<file path="src/rtl/cfgld_pkg.sv">
package cfgld_pkg;

    localparam int M_W  = 9;
    localparam int N_W  = 2;
    localparam int T_W  = 3;
    localparam int SR_W = T_W + N_W + M_W;
    localparam int CNT_W = $clog2(SR_W + 1);

    // Active configuration, laid out in serial bit order (T at the MSB end)
    typedef struct packed {
        logic [T_W-1:0] t;
        logic [N_W-1:0] n;
        logic [M_W-1:0] m;
    } cfg_t;

    // Raw input bundle carried through the synchronizer
    typedef struct packed {
        logic           hold;
        logic           sclk;
        logic           sdin;
        logic           commit;
        logic [N_W-1:0] n;
        logic [M_W-1:0] m;
    } in_bus_t;

    localparam int IN_W = $bits(in_bus_t);

endpackage

</file>
<file path="src/rtl/cfgld_sync.sv">
module cfgld_sync #(
    parameter int W      = 1,
    parameter int STAGES = 2
) (
    input  logic         clk,
    input  logic         rst_n,
    input  logic [W-1:0] d,
    output logic [W-1:0] q
);

    logic [W-1:0] pipe_d [STAGES];
    logic [W-1:0] pipe_q [STAGES];

    for (genvar g = 0; g < STAGES; g++) begin : g_stage
        if (g == 0) begin : g_first
            assign pipe_d[g] = d;
        end else begin : g_rest
            assign pipe_d[g] = pipe_q[g-1];
        end
    end

    always_ff @(posedge clk or negedge rst_n) begin
        if (!rst_n) begin
            for (int i = 0; i < STAGES; i++) pipe_q[i] <= '0;
        end else begin
            for (int i = 0; i < STAGES; i++) pipe_q[i] <= pipe_d[i];
        end
    end

    assign q = pipe_q[STAGES-1];

endmodule

</file>
<file path="src/rtl/cfgld_edge.sv">
module cfgld_edge #(
    parameter int W = 1
) (
    input  logic         clk,
    input  logic         rst_n,
    input  logic [W-1:0] sig,
    output logic [W-1:0] rise,
    output logic [W-1:0] fall
);

    logic [W-1:0] prev_d, prev_q;

    always_comb begin
        prev_d = sig;
        rise   = sig & ~prev_q;
        fall   = ~sig & prev_q;
    end

    always_ff @(posedge clk or negedge rst_n) begin
        if (!rst_n) prev_q <= '0;
        else        prev_q <= prev_d;
    end

endmodule

</file>
<file path="src/rtl/cfgld_shifter.sv">
module cfgld_shifter #(
    parameter int W = 14
) (
    input  logic         clk,
    input  logic         rst_n,
    input  logic         shift_en,
    input  logic         din,
    output logic [W-1:0] word,
    output logic         full,
    output logic [$clog2(W+1)-1:0] fill
);

    localparam int CW = $clog2(W + 1);

    typedef struct packed {
        logic [W-1:0]  sr;
        logic [CW-1:0] cnt;
    } sh_t;

    sh_t st_d, st_q;

    always_comb begin
        st_d = st_q;
        if (shift_en) begin
            st_d.sr = {st_q.sr[W-2:0], din};
            if (st_q.cnt != CW'(W)) st_d.cnt = st_q.cnt + 1'b1;
        end
    end

    always_ff @(posedge clk or negedge rst_n) begin
        if (!rst_n) st_q <= '0;
        else        st_q <= st_d;
    end

    assign word = st_q.sr;
    assign full = (st_q.cnt == CW'(W));
    assign fill = st_q.cnt;

endmodule

</file>
<file path="src/rtl/divcfg_loader.sv">
module divcfg_loader
    import cfgld_pkg::*;
#(
    parameter int SYNC_STAGES = 2
) (
    input  logic           clk,
    input  logic           rst_n,
    input  logic           par_hold,
    input  logic [M_W-1:0] par_m,
    input  logic [N_W-1:0] par_n,
    input  logic           ser_clk,
    input  logic           ser_din,
    input  logic           ser_commit,
    output logic [M_W-1:0] act_m,
    output logic [N_W-1:0] act_n,
    output logic [T_W-1:0] act_t,
    output logic           ser_dout
);

    localparam int EDGE_W = 3;
    localparam int E_HOLD = 2;
    localparam int E_SCLK = 1;
    localparam int E_CMT  = 0;

    in_bus_t raw_in, syn_in;
    logic [EDGE_W-1:0] edge_sig, edge_rise, edge_fall;

    logic hold_s, hold_rise, sclk_rise, commit_fall;
    logic shift_en, commit_ok, sr_full;
    logic [SR_W-1:0]  sr_word;
    logic [CNT_W-1:0] sr_fill;
    logic [M_W-1:0]   m_s;
    logic [N_W-1:0]   n_s;

    cfg_t cfg_d, cfg_q;

    assign raw_in = '{hold: par_hold, sclk: ser_clk, sdin: ser_din,
                      commit: ser_commit, n: par_n, m: par_m};

    cfgld_sync #(.W(IN_W), .STAGES(SYNC_STAGES)) u_sync (
        .clk   (clk),
        .rst_n (rst_n),
        .d     (raw_in),
        .q     (syn_in)
    );

    assign edge_sig = {syn_in.hold, syn_in.sclk, syn_in.commit};

    cfgld_edge #(.W(EDGE_W)) u_edge (
        .clk   (clk),
        .rst_n (rst_n),
        .sig   (edge_sig),
        .rise  (edge_rise),
        .fall  (edge_fall)
    );

    assign hold_s      = syn_in.hold;
    assign m_s         = syn_in.m;
    assign n_s         = syn_in.n;
    assign hold_rise   = edge_rise[E_HOLD];
    assign sclk_rise   = edge_rise[E_SCLK];
    assign commit_fall = edge_fall[E_CMT];
    assign shift_en    = hold_s & sclk_rise;
    assign commit_ok   = hold_s & ~hold_rise & commit_fall & sr_full;

    cfgld_shifter #(.W(SR_W)) u_shift (
        .clk      (clk),
        .rst_n    (rst_n),
        .shift_en (shift_en),
        .din      (syn_in.sdin),
        .word     (sr_word),
        .full     (sr_full),
        .fill     (sr_fill)
    );

    // Parallel port owns the registers while hold is low and on its rising
    // edge; the serial commit is honoured only while hold stays high.
    always_comb begin
        cfg_d = cfg_q;
        if (!hold_s || hold_rise) begin
            cfg_d.t = '0;
            cfg_d.n = n_s;
            cfg_d.m = m_s;
        end else if (commit_ok) begin
            cfg_d = cfg_t'(sr_word);
        end
    end

    always_ff @(posedge clk or negedge rst_n) begin
        if (!rst_n) cfg_q <= '0;
        else        cfg_q <= cfg_d;
    end

    assign act_m    = cfg_q.m;
    assign act_n    = cfg_q.n;
    assign act_t    = cfg_q.t;
    assign ser_dout = sr_word[SR_W-1];

endmodule

</file>
<file path="config.mk">
export PLATFORM = sky130hd
export DESIGN_NAME = divcfg_loader
export DESIGN_NICKNAME = d
export VERILOG_FILES = /design/src/rtl/cfgld_pkg.sv /design/src/rtl/cfgld_sync.sv /design/src/rtl/cfgld_edge.sv /design/src/rtl/cfgld_shifter.sv /design/src/rtl/divcfg_loader.sv
export SDC_FILE = /design/constraint.sdc
export NUM_CORES = 1
export LEC_CHECK = 0
export CAP_MARGIN = 20
export CORE_MARGIN = 2
export CORE_UTILIZATION = 50
export DETAILED_ROUTE_END_ITERATION = 10
export PLACE_DENSITY = 0.7
export REMOVE_ABC_BUFFERS = 1
export SYNTH_ARGS = -nofsm -noshare
export SYNTH_HDL_FRONTEND = slang
export SYNTH_SLANG_ARGS = --single-unit
</file>
<file path="constraint.sdc">
create_clock -name clk -period 2.6 [get_ports clk]
set_clock_uncertainty 0.05 [all_clocks]
set_input_delay 0.39 -clock clk [delete_from_list [all_inputs] [get_ports clk]]
set_output_delay 0.39 -clock clk [all_outputs]
set_load 0.005 [all_outputs]
</file>
==> metrics.yaml, run 1 <==
run_status:
  status: "finished clean"
sta:
  rsz0062_at_grt: "no"
  period_share_pct: 69.8
  finalHoldViolCount: 0
  finalSetupViolations: 0
  setup_tns_ps: 0
  slew_headroom_pct: 48.5
  fmax_ghz: 0.551
  fin_crit_ps: 1810
  finalMaxSlewViolations: 0
  worst_pin_slew_ps: 773
clock_network:
  cts_tree: "yes"
  numCtsBuffers: 9
  cts_sinks: 65
  ctsHtreeMaxLevel: 3
  clk_pin_slew_worst_paths_ps: 70
  clk_latency_ps: 320
  clk_path_buf_depth: 2
  cts_hold_buf: 0
  post_cts_buffers: 0
  cts_resized: 0
  cts_root_buf: "clkbuf_8"
finish:
  fill_cells: 321
  fin_nets: 244
  insertedDiodeCount: 0
  drive_above_1_share_pct: 8.30
  area_growth_pct: 23.0
synth:
  synth_cell_types: 23
  ys_warn_count: 0
  avgSynthCellArea_um2: 11.9
  synth_cells: 191
  synth-seq-area-share_pct: 71.8
  synth_top_family_by_area: "simple AND/OR/NAND/NOR gates"
  syn_area_mm2: 0.00226
  netlist_top_cells_area: "dfrtp_1 72%, nand2_1 7.1%, a21oi_1 3.8%"
  synth.mux.area_fraction_pct: 0.663
  synth_xor_area_share_pct: 0.387
  synth_compound_area_share_pct: 10.5
  synth_fa_ha_area_share_pct: 1.10
  yosysTopAreaCell: "dfrtp_1"
  yosysTopAreaCellShare_pct: 71.8
  ys_ff_latch: 65
  yosys.area_share.simple_pct: 12.7
die:
  rows: 24
  initial_core_util_pct: 52.0
  core-area_mm2: 0.00435
  die_w_um: 71.3
  io_pins: 32
  dieArea_mm2: 0.00508
  die_h_um: 71.3
worst_setup_path:
  rr_worst_depth: 5
  crit_type: "register to register"
  arrival_ps: 1990
  cp_max_fo: 15
  cp-end-kind: "register"
  cp.depth: 5
  cp.buffers_inverters: 1
  crit_end: "u_shift.fill[0]$_DFFE_PN0P_"
  cp_data_required_time_ps: 2780
  slowest_delay_ps: 540
  cp_top_family: "simple AND/OR/NAND/NOR gates"
  cp_slowest_cell: "and3_1"
  r2r_setup_slack_ps: 790
  r2r_start: "u_shift.fill[0]$_DFFE_PN0P_"
  r2r_end: "u_shift.fill[0]$_DFFE_PN0P_"
  cp-start-kind: "register"
  path_cells: "inv_1 -> ha_1 -> and3_1 -> nor2_1 -> xnor2_1"
  critPathLaunch: "u_shift.fill[0]$_DFFE_PN0P_"
worst_hold_path:
  hp-class: "input port to asynchronous set/reset pin"
global_route:
  grt_use_total_pct: 18.6
  grt_overflow: 0
  antenna_found_initial: 0
  grt_pass1_vias: 1589
  grt_max_degree: 66
  grt_first_pass_wirelength_mm: 7.05
pwr:
  peakVddDrop_mv: 0.501
  p_comb_share_pct: 12.9
  leakagePower_uw: 0.00129
  power.density_mw_per_mm2: 832
  pwr-share-seq_pct: 51.6
  total_power_uw: 2320
  swShare_pct: 25.3
  p_sw_uw: 587
  p_int_uw: 1730
  pwr-share-clk_pct: 35.5
detailed_routing:
  drtAntennaViolNets: 0
  vias: 1519
  drtPass1Iterations: 4
  drt_iter0_drc: 172
  wl_per_cell_um: 14.6
  via_per_inst: 5.41
  drc: 0
  wl_mm: 4.11
placement:
  dpl.hpwl_mm: 2.63
  io_buffers: 31
  gp_congestion: 0.839
run:
  cap_violations: 0
power groups by stage:
stage                     logic, uW  registers [uW]  clock network (uW)
after floorplan                 166            1190                   0
after detailed placement        294            1210                   0
after global routing            329            1210                 899
after CTS                       302            1190                 852
final                           298            1200                 823
after global placement          272            1200                   0
worst min-delay path by stage:
stage,slack (ps),to,start
finish,170,u_sync.q[13]$_DFF_PN0_,rst_n
global route,240,u_sync.pipe_d[14]$_DFF_PN0_,rst_n
CTS,200,u_sync.q[10]$_DFF_PN0_,rst_n
detailed placement,280,u_sync.q[5]$_DFF_PN0_,u_sync.pipe_d[5]$_DFF_PN0_
global placement,280,u_sync.q[1]$_DFF_PN0_,u_sync.pipe_d[1]$_DFF_PN0_
floorplan,40,act_m[0]$_DFFE_PN0P_,rst_n
kinds of logic (layout without fill, tap and decap cells):
kind of cell	count (synthesis)	after routing
buf+inv	11	49
flops	65	65
simple gates	67	67
mux	1	1
xor+xnor	1	1
fa+ha+maj	2	2
compound gates	44	44
worst reg2reg max path: stages, from the launching register on:
cell	delay, ps
dfrtp_1	410
inv_1	110
ha_1	200
and3_1	540
nor2_1	170
xnor2_1	230
cells in the mapped netlist:
library cell  instances
xnor2_1               1
and2_1                1
nand3_1               4
a31oi_1              12
a21boi_0              1
nand3b_1              1
nand2_1              43
nor2_1               12
dfrtp_1              65
inv_1                 1
and2b_1               1
buf_4                 1
nand4_2               1
buf_6                 2
clkbuf_1              4
nand2b_1              2
ha_1                  2
mux2_4                1
o21ai_0              14
buf_2                 3
a21oi_1              17
and3b_1               1
and3_1                1
state kept, by name, indices dropped and copies added, names as in the netlist:
signal,count
u_sync.q,15
act_m,9
u_shift.fill,4
u_sync.pipe_d,15
u_shift.word,14
u_edge.prev_q,3
act_t,3
act_n,2
cell usage in the layout (no fill, tap or decap):
cell	synthesis	layout
clkinv_2	0	2
nor2_1	12	12
nand3b_1	1	1
and3b_1	1	1
dfrtp_1	65	65
clkdlybuf4s50_1	0	30
nand4_2	1	1
nand2b_1	2	2
nand3_1	4	4
and2b_1	1	1
buf_4	1	2
xnor2_1	1	1
and3_1	1	1
bufinv_16	0	1
a31oi_1	12	12
a21boi_0	1	1
clkbuf_8	0	11
mux2_4	1	1
inv_1	1	1
o21ai_0	14	14
clkbuf_1	4	1
ha_1	2	2
buf_2	3	1
and2_1	1	1
a21oi_1	17	17
nand2_1	43	43
per-layer routing:
metal | wire (um) | track usage (%) | share of wire, % | vias to the layer above
met2 | 2120 | 29.8 | 52 | 58
met4 | 82 | 13.8 | 2.0 | 0
met5 | 0 | 0 | 0 | -
met1 | 1680 | 21.4 | 41 | 750
met3 | 221 | 5.06 | 5.4 | 9
li1 | - | - | - | 702
final cells by class:
class	instances	area, um^2	area share [%]
Sequential cell	65	1630	58.4
Multi-Input combinational cell	115	574	20.6
Timing Repair Buffer	33	320	11.5
Clock buffer	12	155	5.57
Tap cell	52	65.1	2.34
Clock inverter	3	40.0	1.44
Inverter	1	3.75	0.135
stage by stage:
stage / cell area (um^2) / util (%) / instances / setup WS [ps] / hold WS (ps)
final: 2790 / 64.0 / 281 / 786 / 169
after global routing: 2790 / 64.0 / 281 / 663 / 245
after CTS: 2790 / 64.0 / 281 / 813 / 199
after detailed placement: 2590 / 59.5 / 266 / 836 / 285
after global placement: 2590 / 59.5 / 266 / 943 / 282
after floorplan: 2200 / - / 181 / 1140 / 44.4
Power figures use the tool's default switching activity.
==> run 2: changes to the inputs <==
- CORE_UTILIZATION: 50 -> 48
- clock period: 2.6 -> 1.5 ns (I/O delays scaled with it)
==> metrics.yaml, run 2 (synthesized netlist as in run 1, its figures left out) <==
run_status:
  status: "finished clean"  # unchanged
detailed_routing:
  drtAntennaViolNets: 0  # unchanged
  vias: 1532  # was 1519
  wl_per_cell_um: 14.8  # was 14.6 um
  wl_mm: 4.30  # was 4.11 mm
  drc: 0  # unchanged
  drtPass1Iterations: 4  # unchanged
  drt_iter0_drc: 146  # was 172
  via_per_inst: 5.26  # was 5.41
global_route:
  antenna_found_initial: 0  # unchanged
  grt_overflow: 0  # unchanged
  grt_use_total_pct: 18.4  # was 18.6%
  grt_most_used_layer: "met2"  # unchanged
  grt_first_pass_wirelength_mm: 7.13  # was 7.05 mm
  grt_max_degree: 66  # unchanged
  met1_usage_pct: 23.1  # was 21.4%
  use_met3_pct: 5.94  # was 5.06%
  grt_use_met2_pct: 28.0  # was 29.8%
  grt_pass1_vias: 1571  # was 1589
worst_setup_path:
  r2r_end: "act_m[0]$_DFFE_PN0P_"  # was u_shift.fill[0]$_DFFE_PN0P_
  cp_top_family: "buffers and inverters"  # was simple AND/OR/NAND/NOR gates
  cp.buffers_inverters: 1  # unchanged
  r2r_setup_slack_ps: 60  # was 790 ps
  rr_worst_depth: 6  # was 5
  cp-end-kind: "output port"  # was register
  cp_data_required_time_ps: 1220  # was 2780 ps
  crit_type: "register to output port"  # was register to register
  arrival_ps: 1190  # was 1990 ps
  r2r_start: "u_shift.fill[0]$_DFFE_PN0P_"  # unchanged
  cp_slowest_cell: "clkdlybuf4s50_1"  # was and3_1
  cp-start-kind: "register"  # unchanged
  slowest_delay_ps: 500  # was 540 ps
  path_cells: "clkdlybuf4s50_1"  # was inv_1 -> ha_1 -> and3_1 -> nor2_1 -> xnor2_1
  cp_max_fo: 2  # was 15
clock_network:
  clk_latency_ps: 330  # was 320 ps
  numCtsBuffers: 9  # unchanged
  ctsHtreeMaxLevel: 3  # unchanged
  cts_root_buf: "clkbuf_8"  # unchanged
  clk_path_buf_depth: 2  # unchanged
  clk_pin_slew_worst_paths_ps: 70  # about the same
  cts_tree: "yes"  # unchanged
  cts_sinks: 65  # unchanged
sta:
  fmax_ghz: 0.683
  slew_headroom_pct: 59.4  # was 48.5%
  fin_crit_ps: 1470
  finalHoldViolCount: 0  # unchanged
  worst_pin_slew_ps: 608  # was 773 ps
  rsz0062_at_grt: "yes"  # was no
  period_share_pct: 97.7
  finalMaxSlewViolations: 0  # unchanged
  finalSetupViolations: 0  # unchanged
  fin_hold_ws_ps: 272  # was 169 ps
placement:
  io_buffers: 31  # unchanged
  dpl.hpwl_mm: 2.62  # was 2.63 mm
  gp_congestion: 0.759  # was 0.839
pwr:
  peakVddDrop_mv: 0.805  # was 0.501 mV
  power.density_mw_per_mm2: 1410  # was 832 mW/mm^2
  leakagePower_uw: 0.00142  # was 0.00129 uW
  total_power_uw: 4180  # was 2320 uW
finish:
  fin_nets: 253  # was 244
  area_growth_pct: 30.5  # was 23.0%
  layout_commonest_cell: "dfrtp_1"  # unchanged
  drive_above_1_share_pct: 17.2  # was 8.30%
  insertedDiodeCount: 0  # unchanged
  final_cell_mix: "65 x dfrtp_1, 43 x nand2_1, 21 x clkdlybuf4s50_1"  # was 65 x dfrtp_1, 43 x nand2_1, 30 x clkdlybuf4s50_1
  fill_cells: 346  # was 321
worst_hold_path:
  hold_path_depth: 1
  hp-class: "input port to register"  # was input port to asynchronous set/reset pin
  min_from: "ser_clk"
  hold_end: "u_sync.pipe_d[13]$_DFF_PN0_"
die:
  rows: 24  # unchanged
  core-area_mm2: 0.00444  # was 0.00435 mm^2
  dieArea_mm2: 0.00528  # was 0.00508 mm^2
  io_pins: 32  # unchanged
  die_w_um: 72.7  # was 71.3 um
  initial_core_util_pct: 51.0  # was 52.0%
  die_h_um: 72.7  # was 71.3 um
run:
  cap_violations: 0  # unchanged
[run 2: changes by cell type in the layout (fill, tap and decap cells not counted), moves of 2 or more]
cell             before  now
clkinvlp_4            0    3
clkdlybuf4s50_1      30   21
o21ai_0              14    6
a31oi_1              12    6
a21oi_2               0    2
dlymetal6s2s_1        0    8
buf_4                 2    8
buf_12                0    2
a31oi_2               0    6
o21ai_1               0    8
a21oi_1              17   15
clkbuf_8             11    9
[run 2: report_power, final]
group | internal (uW) | switching [uW]
sequential | 1930 | 132
combinational | 336 | 346
clock | 762 | 672
[run 2: routing by layer]
layer  share of wire [%]  vias to the layer above
met3                 4.2                        5
met5                   0                        -
met4                 1.2                        0
met1                  44                      759
met2                  51                       41
li1                    -                      727
[run 2: cell type report]
cell class / instances / area, um^2 / share of cell area [%]
clock inverters: 7 / 71.3 / 2.41
well taps: 52 / 65.1 / 2.20
flip-flops and latches: 65 / 1630 / 55.0
clock buffers: 9 / 124 / 4.19
repair buffers: 42 / 434 / 14.7
multi-input cells: 115 / 631 / 21.3
inverters: 1 / 3.75 / 0.127
[run 2: worst max path at each step]
stage	from	end	slack [ps]	depth (start not counted)
floorplan	u_shift.fill[0]$_DFFE_PN0P_	u_shift.fill[0]$_DFFE_PN0P_	40	5
global placement	u_shift.fill[0]$_DFFE_PN0P_	act_m[6]$_DFFE_PN0P_	70	6
detailed placement	u_shift.fill[0]$_DFFE_PN0P_	act_m[3]$_DFFE_PN0P_	-2	6
CTS	act_m[4]$_DFFE_PN0P_	act_m[4]	0.3	1
global route	u_shift.fill[0]$_DFFE_PN0P_	act_m[0]$_DFFE_PN0P_	-5	6
finish	act_m[2]$_DFFE_PN0P_	act_m[2]	30	1
[run 2: what timing repair did]
item / 4_1_cts / 5_1_grt
gates cloned: 0 / 0
hold buffers: 1 / 0
pin swaps: 0 / 6
endpoints found under the hold margin: 65 / 0
setup buffers: 1 / 1
setup endpoints to repair: 3 / 23
gates resized for setup: 2 / 27
[run 2: metrics by stage]
stage	instance area (um^2)	utilization, %	instances	worst slack (ps)	setup TNS [ps]
CTS	2880	64.8	290	0.265	0
floorplan	2200	-	181	36.4	0
global placement	2660	59.9	272	67.3	0
detailed placement	2660	59.9	272	-1.98	-1.98
global route	2960	66.5	291	-5.12	-8.81
finish	2960	66.5	291	34.9	0
==> run 3: changes to the inputs <==
- CELL_PAD_IN_SITES_DETAIL_PLACEMENT: default -> 1
- CELL_PAD_IN_SITES_GLOBAL_PLACEMENT: default -> 2
- CORE_UTILIZATION: 48 -> 34
- SYNTH_HIERARCHICAL: default -> 1
==> metrics.yaml, run 3 <==
run_status:
  status: "finished clean"  # unchanged
pwr:
  leakagePower_uw: 0.00148  # was 0.00142 uW
  power.density_mw_per_mm2: 1390  # was 1410 mW/mm^2
  peakVddDrop_mv: 0.636  # was 0.805 mV
sta:
  worst_pin_slew_ps: 338  # was 608 ps
  finalSetupViolations: 0  # unchanged
  finalMaxSlewViolations: 0  # unchanged
  finalHoldViolCount: 0  # unchanged
  slew_headroom_pct: 77.5  # was 59.4%
  rsz0062_at_grt: "no"  # was yes
  fin_crit_ps: 1440  # was 1470 ps
  period_share_pct: 96.1  # was 97.7%
  fmax_ghz: 0.693  # was 0.683 GHz
die:
  io_pins: 32  # unchanged
  rows: 29  # was 24
  die_h_um: 85.1  # was 72.7 um
  initial_core_util_pct: 35.2  # was 51.0%
  dieArea_mm2: 0.00723  # was 0.00528 mm^2
  die_w_um: 85.1  # was 72.7 um
  core-area_mm2: 0.00635  # was 0.00444 mm^2
worst_setup_path:
  cp_slowest_cell: "clkdlybuf4s50_1"  # unchanged
  crit_type: "register to output port"  # unchanged
  cp_max_fo: 2  # unchanged
  cp.buffers_inverters: 1  # unchanged
  cp_data_required_time_ps: 1220  # about the same
  cp-start-kind: "register"  # unchanged
  slowest_delay_ps: 500  # about the same
  critPathLaunch: "act_t[1]$_DFFE_PN0P_"  # was act_m[2]$_DFFE_PN0P_
  r2r_start: "u_edge/prev_q[1]$_DFF_PN0_"  # was u_shift.fill[0]$_DFFE_PN0P_
  arrival_ps: 1170  # was 1190 ps
  cp_top_family: "buffers and inverters"  # unchanged
  path_cells: "clkdlybuf4s50_1"  # unchanged
  cp-end-kind: "output port"  # unchanged
clock_network:
  cts_sinks: 65  # unchanged
  numCtsBuffers: 9  # unchanged
  cts_root_buf: "clkbuf_8"  # unchanged
  clk_latency_ps: 330  # about the same
  clk_path_buf_depth: 2  # unchanged
  cts_tree: "yes"  # unchanged
  clk_pin_slew_worst_paths_ps: 70  # about the same
  ctsHtreeMaxLevel: 3  # unchanged
worst_hold_path:
  hp-class: "input port to register"  # unchanged
  min_from: "par_m[6]"  # was ser_clk
detailed_routing:
  wl_mm: 4.01  # was 4.30 mm
  drt_iter0_drc: 38  # was 146
  wl_met1_mm: 1.73  # was 1.87 mm
  via_per_inst: 4.61  # was 5.26
  wl_met2_mm: 2.01  # was 2.19 mm
  wl_per_cell_um: 14.1  # was 14.8 um
  drtPass1Iterations: 4  # unchanged
  dr.max_layer_used: "met4"  # unchanged
  drtAntennaViolNets: 0  # unchanged
  vias: 1309  # was 1532
  wl_met3_um: 207  # was 181 um
  drc: 0  # unchanged
finish:
  stdcell_area_mm2: 0.00295  # was 0.00296 mm^2
  layout_commonest_cell: "dfrtp_1"  # unchanged
  final_cell_mix: "65 x dfrtp_1, 17 x clkdlybuf4s50_1, 16 x nand2_1"  # was 65 x dfrtp_1, 43 x nand2_1, 21 x clkdlybuf4s50_1
  fill_cells: 643  # was 346
  fin_nets: 221  # was 253
  area_growth_pct: 32.1  # was 30.5%
  insertedDiodeCount: 0  # unchanged
  final-instance-count-excl-fill: 284  # was 291
  drive_above_1_share_pct: 27.1  # was 17.2%
placement:
  dpl.hpwl_mm: 2.43  # was 2.62 mm
  gp_congestion: 0.677  # was 0.759
  placed_area_mm2: 0.00268  # was 0.00266 mm^2
  io_buffers: 31  # unchanged
  dp_cells: 260  # was 272
global_route:
  antenna_found_initial: 0  # unchanged
  grt_pass1_vias: 1389  # was 1571
  grt_first_pass_wirelength_mm: 6.86  # was 7.13 mm
  grt_use_total_pct: 12.6  # was 18.4%
  grt_max_degree: 66  # unchanged
  grt_overflow: 0  # unchanged
synth:
  syn_area_mm2: 0.00223  # was 0.00226 mm^2
  ys_warn_count: 6  # was 0
  synth_cells: 149  # was 191
  avgSynthCellArea_um2: 15.0  # was 11.9 um^2
run:
  cap_violations: 0  # unchanged
-- run 3: changes by cell type in the layout (fill, tap and decap cells not counted), moves of 3 or more --
cell and delta:
buf_4 +4, clkdlybuf4s50_1 -4, mux2i_1 +10, dlymetal6s2s_1 -3, nor2_1 -11, mux2_2 +14
a31oi_1 -5, nand2_1 -27, a21oi_1 -7, o21ai_0 -3, dlygate4sd2_1 +7, clkinvlp_4 -3
a31oi_2 -6
-- run 3: final timing paths --
| kind | depth (start not counted) | slack (ps) | end |
|---|---|---|---|
| setup / recovery | 1 | 60 | act_t[1] |
| hold reg to reg | 0 | 300 | u_sync/q[0]$_DFF_PN0_ |
| setup reg to reg | 4 | 100 | u_shift/word[11]$_DFFE_PN0P_ |
| max in group asynchronous | 3 | 740 | act_t[1]$_DFFE_PN0P_ |
| hold / removal | 1 | 270 | u_sync/pipe_d[6]$_DFF_PN0_ |
| min in group asynchronous | 3 | 380 | u_sync/pipe_d[11]$_DFF_PN0_ |
-- run 3: routing by layer --
metal  track usage, %  vias to the layer above
li1                 -                      610
met1             15.7                      664
met2             19.3                       27
met3             6.23                        8
met4             4.33                        0
met5                0                        -
-- run 3: area by class of cell --
type                            instances  area [um^2]  share of cell area (%)
Multi-Input combinational cell         77          587                    19.9
Sequential cell                        65         1630                    55.1
Inverter                                3         13.8                   0.466
Timing Repair Buffer                   46          448                    15.2
Clock inverter                          6         41.3                    1.40
Tap cell                               77         96.3                    3.27
Clock buffer                           10          138                    4.66
-- run 3: power breakdown --
part / switching [uW] / internal [uW] / total, uW
logic: 302 / 365 / 666
clock network: 652 / 646 / 1300
registers: 159 / 1980 / 2140
total: 1110 / 2990 / 4110
-- run 3: metrics by stage --
stage / power (uW) / setup TNS, ps / hold slack [ps] / util, % / setup WS [ps]
floorplan: 2450 / -1730 / -121 / - / -94.0
global placement: 2750 / 0 / 210 / 42.2 / 53.9
detailed placement: 2800 / -33.8 / 223 / 42.2 / -21.1
CTS: 4150 / 0 / 254 / 45.4 / 3.20
global route: 4370 / 0 / 256 / 46.5 / 8.79
finish: 4110 / 0 / 273 / 46.5 / 57.9
-- run 3: timing repair --
action,in CTS,in global routing
resized for setup,9,12
hold buffers,1,0
setup buffers,2,4
setup endpoints to repair,12,18
pin swaps,1,0
gates cloned,1,0
hold endpoints to repair,65,0
